===== src/rtl/rsu_pkg.sv =====
package rsu_pkg;
  localparam int WORD_W   = 44;
  localparam int EXT_W    = WORD_W + 1;
  localparam int ROUND_LO = 6;
  localparam int ROUND_HI = 21;
  localparam int CLAMP_LO = 28;
  localparam int CLAMP_HI = 43;

  typedef logic [WORD_W-1:0] word_t;
  typedef logic [EXT_W-1:0]  ext_t;
endpackage


===== src/rtl/rsu_round.sv =====
module rsu_round
  import rsu_pkg::*;
#(
  parameter int ROUND_BIT = 8,
  parameter bit ROUND_ON  = 1'b1
) (
  input  word_t word_i,
  output ext_t  rnd_o
);
  localparam ext_t ONE  = {{(EXT_W-1){1'b0}}, 1'b1};
  localparam ext_t HALF = ONE << (ROUND_BIT - 1);
  localparam ext_t KEEP = ~((ONE << ROUND_BIT) - ONE);

  ext_t widened;
  assign widened = {word_i[WORD_W-1], word_i};

  generate
    if (ROUND_ON) begin : g_round
      ext_t biased;
      always_comb begin
        biased = widened + HALF;
        rnd_o  = biased & KEEP;
      end
    end else begin : g_pass
      assign rnd_o = widened;
    end
  endgenerate
endmodule


===== src/rtl/rsu_clamp.sv =====
module rsu_clamp
  import rsu_pkg::*;
#(
  parameter int ROUND_BIT       = 8,
  parameter bit ROUND_ON        = 1'b1,
  parameter int CLAMP_BIT       = 35,
  parameter bit CLAMP_ON        = 1'b1,
  parameter bit CLAMP_SYMMETRIC = 1'b1
) (
  input  ext_t  val_i,
  output word_t val_o,
  output logic  hit_o
);
  localparam int NBITS = CLAMP_BIT + 1;
  localparam logic signed [EXT_W-1:0] ONE_S = {{(EXT_W-1){1'b0}}, 1'b1};
  localparam logic signed [EXT_W-1:0] STEP  =
    CLAMP_SYMMETRIC ? (ROUND_ON ? (ONE_S <<< ROUND_BIT) : ONE_S) : '0;
  localparam logic signed [EXT_W-1:0] UPPER = (ONE_S <<< (NBITS - 1)) - ONE_S;
  localparam logic signed [EXT_W-1:0] LOWER = STEP - (ONE_S <<< (NBITS - 1));

  generate
    if (CLAMP_ON) begin : g_clamp
      logic signed [EXT_W-1:0] sval;
      logic signed [EXT_W-1:0] picked;
      always_comb begin
        sval   = $signed(val_i);
        picked = sval;
        hit_o  = 1'b0;
        if (sval > UPPER) begin
          picked = UPPER;
          hit_o  = 1'b1;
        end else if (sval < LOWER) begin
          picked = LOWER;
          hit_o  = 1'b1;
        end
        val_o = picked[WORD_W-1:0];
      end
    end else begin : g_wrap
      assign val_o = val_i[WORD_W-1:0];
      assign hit_o = 1'b0;
    end
  endgenerate
endmodule


===== src/rtl/round_sat_unit.sv =====
module round_sat_unit
  import rsu_pkg::*;
#(
  parameter int ROUND_BIT       = 8,
  parameter bit ROUND_ON        = 1'b1,
  parameter int CLAMP_BIT       = 35,
  parameter bit CLAMP_ON        = 1'b1,
  parameter bit CLAMP_SYMMETRIC = 1'b1
) (
  input  logic        clk,
  input  logic        rst_n,
  input  logic        in_valid,
  input  logic [43:0] in_data,
  output logic        out_valid,
  output logic [43:0] out_data,
  output logic        out_sat
);
  ext_t  rounded;
  word_t clamped;
  logic  clamp_hit;

  logic  valid_d, valid_q;
  word_t data_d, data_q;
  logic  sat_d, sat_q;

  rsu_round #(
    .ROUND_BIT (ROUND_BIT),
    .ROUND_ON  (ROUND_ON)
  ) round_i (
    .word_i (in_data),
    .rnd_o  (rounded)
  );

  rsu_clamp #(
    .ROUND_BIT       (ROUND_BIT),
    .ROUND_ON        (ROUND_ON),
    .CLAMP_BIT       (CLAMP_BIT),
    .CLAMP_ON        (CLAMP_ON),
    .CLAMP_SYMMETRIC (CLAMP_SYMMETRIC)
  ) clamp_i (
    .val_i (rounded),
    .val_o (clamped),
    .hit_o (clamp_hit)
  );

  always_comb begin
    valid_d = in_valid;
    data_d  = data_q;
    sat_d   = sat_q;
    if (in_valid) begin
      data_d = clamped;
      sat_d  = clamp_hit;
    end
  end

  always_ff @(posedge clk or negedge rst_n) begin
    if (!rst_n) begin
      valid_q <= 1'b0;
      data_q  <= '0;
      sat_q   <= 1'b0;
    end else begin
      valid_q <= valid_d;
      data_q  <= data_d;
      sat_q   <= sat_d;
    end
  end

  assign out_valid = valid_q;
  assign out_data  = data_q;
  assign out_sat   = sat_q;

  localparam logic signed [WORD_W-1:0] ONE_W = {{(WORD_W-1){1'b0}}, 1'b1};
  localparam logic signed [WORD_W-1:0] TOP_W = ONE_W <<< CLAMP_BIT;
  localparam logic signed [WORD_W-1:0] CHK_MAX = TOP_W - ONE_W;
  localparam logic signed [WORD_W-1:0] CHK_MIN = -TOP_W +
    (CLAMP_SYMMETRIC ? (ROUND_ON ? (ONE_W <<< ROUND_BIT) : ONE_W) : '0);

  AST_VALID_DELAY: assert property (@(posedge clk) disable iff (!rst_n)
    out_valid == $past(in_valid));

  AST_HOLD_IDLE: assert property (@(posedge clk) disable iff (!rst_n)
    !$past(in_valid) |-> ($stable(out_data) && $stable(out_sat)));

  generate
    if (ROUND_ON) begin : g_rnd_chk
      AST_ROUND_CLEAR: assert property (@(posedge clk) disable iff (!rst_n)
        (out_valid && !out_sat) |-> (out_data[ROUND_BIT-1:0] == '0));
    end
    if (CLAMP_ON) begin : g_clamp_chk
      AST_IN_RANGE: assert property (@(posedge clk) disable iff (!rst_n)
        out_valid |-> ($signed(out_data) <= CHK_MAX && $signed(out_data) >= CHK_MIN));
      AST_FLAG_AT_LIMIT: assert property (@(posedge clk) disable iff (!rst_n)
        out_sat |-> ($signed(out_data) == CHK_MAX || $signed(out_data) == CHK_MIN));
    end
  endgenerate
endmodule


===== config.mk =====
export PLATFORM = sky130hd
export DESIGN_NAME = round_sat_unit
export DESIGN_NICKNAME = d
export VERILOG_FILES = /design/src/rtl/rsu_pkg.sv /design/src/rtl/rsu_round.sv /design/src/rtl/rsu_clamp.sv /design/src/rtl/round_sat_unit.sv
export SDC_FILE = /design/constraint.sdc
export NUM_CORES = 1
export LEC_CHECK = 0
export BUFFER_PORTS_ARGS = -buffer_cell sky130_fd_sc_hd__buf_2
export CAP_MARGIN = 20
export CORE_MARGIN = 2
export CORE_UTILIZATION = 25
export DETAILED_ROUTE_END_ITERATION = 12
export GPL_TIMING_DRIVEN = 0
export PLACE_DENSITY = 0.43
export SLEW_MARGIN = 10
export SYNTH_ARGS = -nofsm -noshare
export SYNTH_HDL_FRONTEND = slang
export SYNTH_HIERARCHICAL = 1
export SYNTH_SLANG_ARGS = --single-unit

===== constraint.sdc =====
create_clock -name clk -period 1.25 [get_ports clk]
set_clock_uncertainty 0.2 [all_clocks]
set_input_delay 0.25 -clock clk [delete_from_list [all_inputs] [get_ports clk]]
set_output_delay 0.25 -clock clk [all_outputs]
set_load 0.02 [all_outputs]

Word level (Yosys, flattened, before mapping)
Index checks and enable logic that the tools add are counted.
- word-level logic and storage cells: 10
- output and inout port bits: 46
- bits in registers: 46
- order comparisons: 2
- add/sub/neg operators: 1
- mux-type cells: 4
- operators by type and width (operator ; count):
    two-way mux 44 bit ; 2
    adder 44 x 9 -> 45 bit, second input constant ; 1
    greater-than comparator 45 x 36 -> 1 bit, second input constant ; 1
    < comparator 45 x 36 -> 1 bit, second input constant ; 1
    two-way mux 1 bit ; 2

Logic depth before layout (Yosys ltp)
- depth in word-level cells: 4
- mapped depth: 11
- mapped depth without buffers: 9

Cells and area by module
Netlist, hierarchy kept.
- modules (own cells, without submodules) (module ; sequential area each (µm²) ; times used ; area an instance (µm²) ; cells each):
    round_sat_unit ; 1151.1 ; 1 ; 1899.3 ; 96
    rsu_clamp ; 0.0 ; 1 ; 942.2 ; 118
    rsu_round ; 0.0 ; 1 ; 815.8 ; 117

Worst setup path after synthesis
Ideal clock, no wire load.
- path type: input to register
- start: input in_data[7]
- end: register data_q[10] (netlist: out_data[10])
- stages: 11
- data arrival time: 2.563 ns
- path slack: -1.638 ns
- library setup time: 0.125 ns
- path through: ha_1 nand3_1 nor4_1 nand4_1 xnor2_1 nor4_1 a31o_2 buf_4 buf_2 a221oi_2 mux2_4
- cells in the longest elaborated chain, start to end: 4
- elaborated cells between the ends (all ways): 5
- classes of those cells: add/sub (1); order compare (2); mux (2)
- RTL lines (item ; line ; RTL):
    start, declared ; round_sat_unit.sv:13 ; input logic [43:0] in_data,
    adder 44 x 9 -> 45 bit (*) ; rsu_round.sv:21 ; biased = widened + HALF;
    via rounded[39] ; round_sat_unit.sv:18 ; ext_t rounded;
    < comparator 45 x 36 -> 1 bit ; rsu_clamp.sv:32 ; end else if (sval < LOWER) begin
    two-way mux 44 bit ; rsu_clamp.sv:32 ;
    two-way mux 44 bit (*) ; rsu_clamp.sv:29 ; if (sval > UPPER) begin
    via clamped[10] ; round_sat_unit.sv:19 ; word_t clamped;
    end signal, assigned ; round_sat_unit.sv:63 ; data_q <= data_d;
    end, declared ; round_sat_unit.sv:23 ; word_t data_d, data_q;
The timed path passes the listed nets; every way through them passes the cells marked *.
A chain may end at the register's enable or synchronous reset.

Final worst setup path
- start: input in_data[22]
- end: register data_q[25] (netlist: out_data[25])
Same word-level chain as after synthesis.

==> reports/metrics.cfg <==
[drt]
vias_per_cell=4.50
vias=3078
postRouteAntennaNets=0
drt-pass1-iter-count=4
wl_um=10400
drtIter0Drc=132
drc_errors=0
wl_per_cell_um=15.2

[clocking]
cts_tree=built
cts_root_buffer=clkbuf_16
clk_latency_ps=290
clkTransAtPathRegs_ps=70
cts_max_level=2
cts.sinks=46
clk_path_buf_depth=2
numCtsBuffers=5

[final_layout]
antenna_cells=0
post-route-util_pct=41.6
final_cell_mix=buf_4 (75), buf_6 (63), dfrtp_1 (46), mux2_4 (41), inv_1 (37)
drive_gt1_share_pct=60.2
final_common_cell=buf_4
num-nets-final=547
syn_to_final_growth_pct=64.2

[pwr]
peakVddDrop_mv=0.560
power_mw=5.14
combPwrFrac_pct=36.0
clkPwrFrac_pct=29.6
power.density_nw_per_um2=857
p_switching_mw=1.50
swShare_pct=29.1
p_seq_share_pct=34.4
total_leakage_power_nw=2.74
p_int_mw=3.65

[worst_setup_path]
worstSetupPathType=primary input to flip-flop
start_kind=primary input
crit_chain=buf_2, nand2_4, or3_4, nor4_4, xor2_1, nand2_1, o41a_1, buf_6, buf_12, a221oi_4, mux2_4
slowest_delay_ps=460
cp-end-kind=flip-flop
critPathRequiredTime_ps=1280
crit_fanout=9
path_delay_family=simple AND/OR/NAND/NOR gates
worstPathBufferInverterCount=3
arrival_ps=2620
cpMaxStageDelayCell=or3_4

[global_route]
antenna_found_initial=0
grt.busiest_layer=met2
met3_usage_pct=2.14
gr-total-overflow=0
gr-usage-met2_pct=18.8
grt_pass1_wl_um=15900
gr-usage-met1_pct=18.6
grt_pass1_vias=2838
grt_max_degree=47
globalRouteTotalUtil_pct=12.5

[place]
place_ws_ps=-2020
dp_hpwl_um=7610
place.gp.congestion=0.808
numPortBuffers=85

[yosys]
synth-seq-cells=46
synth.yosys.warnings=6
ys_types=36
synth_area_um2=3660
synthCells=331
yosys.area.top_type_share_pct=31.5
ys_seq_area_share_pct=31.5
synth_top_cell_by_area=dfrtp_1
syn_area_per_cell_um2=11.0
synth.area.top_cells=dfrtp_1 (31%), mux2_4 (16%), a221oi_2 (12%)

[timing]
setup_violations=90
max_freq_ghz=0.386
setup_ws_ps=-1340
finalMaxSlewViolations=0
rsz0062_at_grt=yes
fin_crit_ps=2590
hold_violations=0
period_share_pct=207

[floorplanning]
ios=93
num_rows=44
die_h_um=125
dieWidth_um=125
dieArea_um2=15600
core_area_um2=14400
start_util_pct=25.4

[outcome]
outcome=complete, but fails checks
violations=setup timing

[worst_hold_path]
worstHoldPathType=primary input to async pin

[run]
maxCapViolCount=0

-- state kept, by name, indices dropped and copies added (netlist names) --
register	cells
out_valid	1
out_data	44
out_sat	1
-- cells in the mapped netlist --
cell and instances:
and2_1 1, xor2_1 8, nor2_1 3, buf_2 3
a221oi_1 4, nand4_2 1, nor4_1 11, nor4_2 1
nand4b_1 2, mux2_2 5, nand2_1 12, nand4_1 16
buf_12 4, ha_1 1, and3_1 8, o2111ai_1 1
nor4b_1 1, or3_4 1, inv_1 37, a221oi_2 30
o211ai_1 1, dfrtp_1 46, and4_1 6, nand3_1 16
nor3_1 7, a31o_2 1, nor3_2 1, buf_4 14
o41ai_1 1, buf_6 8, o21a_1 1, conb_1 1
clkbuf_1 10, o41a_1 1, xnor2_1 27, mux2_4 40
-- final cells by class --
class,count,area [um^2]
buffer,39,443
multi-input combinational,216,2470
fill,1404,8420
timing repair buffer,154,1410
inverter,37,139
tap,184,230
sequential,46,1150
clock inverter,3,40.0
clock buffer,5,125
-- path summary, 6_finish.rpt --
kind	from	end	slack, ps	depth (start not counted)
hold reg to reg	out_data[0]	out_data[0]	330	1
hold / removal	rst_n	out_data[21]	200	2
setup reg to reg	out_data[20]	out_data[20]	130	2
min in group clk	in_valid	out_data[0]	240	3
max in group asynchronous	rst_n	out_data[9]	130	3
setup / recovery	in_data[22]	out_data[25]	-1340	11
-- cell families after synthesis --
logic type / count (synthesis) / synth area share, %
AOI/OAI and AO/OA: 40 / 14.7
xor gates and xnor gates: 35 / 8.38
adders and majority gates: 1 / 0.342
buffers and inverters: 76 / 12.8
DFF: 46 / 31.5
muxes: 45 / 18.0
other: 1 / 0.103
and+or+nand+nor: 87 / 14.3
-- worst register-to-register path: cells and delay by family, from the launching register on --
family | cells | cell delay (ps)
flip-flops | 1 | 410
multiplexers | 1 | 260
buffers and inverters | 1 | 140
-- stage by stage --
stage | hold slack (ps) | instance area (um^2) | setup TNS, ps | instances
after global routing | 232 | 6000 | -59400 | 684
after floorplan | -246 | 3820 | -54500 | 338
final | 204 | 6000 | -53060 | 684
after CTS | 17.1 | 5030 | -55020 | 631
after detailed placement | 190 | 4470 | -88940 | 607
after global placement | 189 | 4470 | -85270 | 607
-- power by group through the flow --
stage	Clock, mW	Sequential (mW)	Combinational, mW
after floorplan	0	1.96	0.639
after global placement	0	1.78	1.26
after detailed placement	0	1.78	1.27
after CTS	1.58	1.75	1.37
after global routing	1.63	1.79	1.97
final	1.52	1.77	1.85
-- what timing repair did --
item,CTS,global route
cloned,0,2
setup endpoints to repair,91,91
endpoints found under the hold margin,1,13
resized for setup,56,137
setup buffers,15,49
pin swaps,24,20
hold buffers,1,1
-- metal layers --
layer | share of wire [%] | vias up
met5 | 0 | -
met1 | 50 | 1475
met4 | 0.97 | 0
met3 | 3.0 | 6
met2 | 46 | 65
li1 | - | 1532
Note: power is estimated with default switching activity, not from simulation.
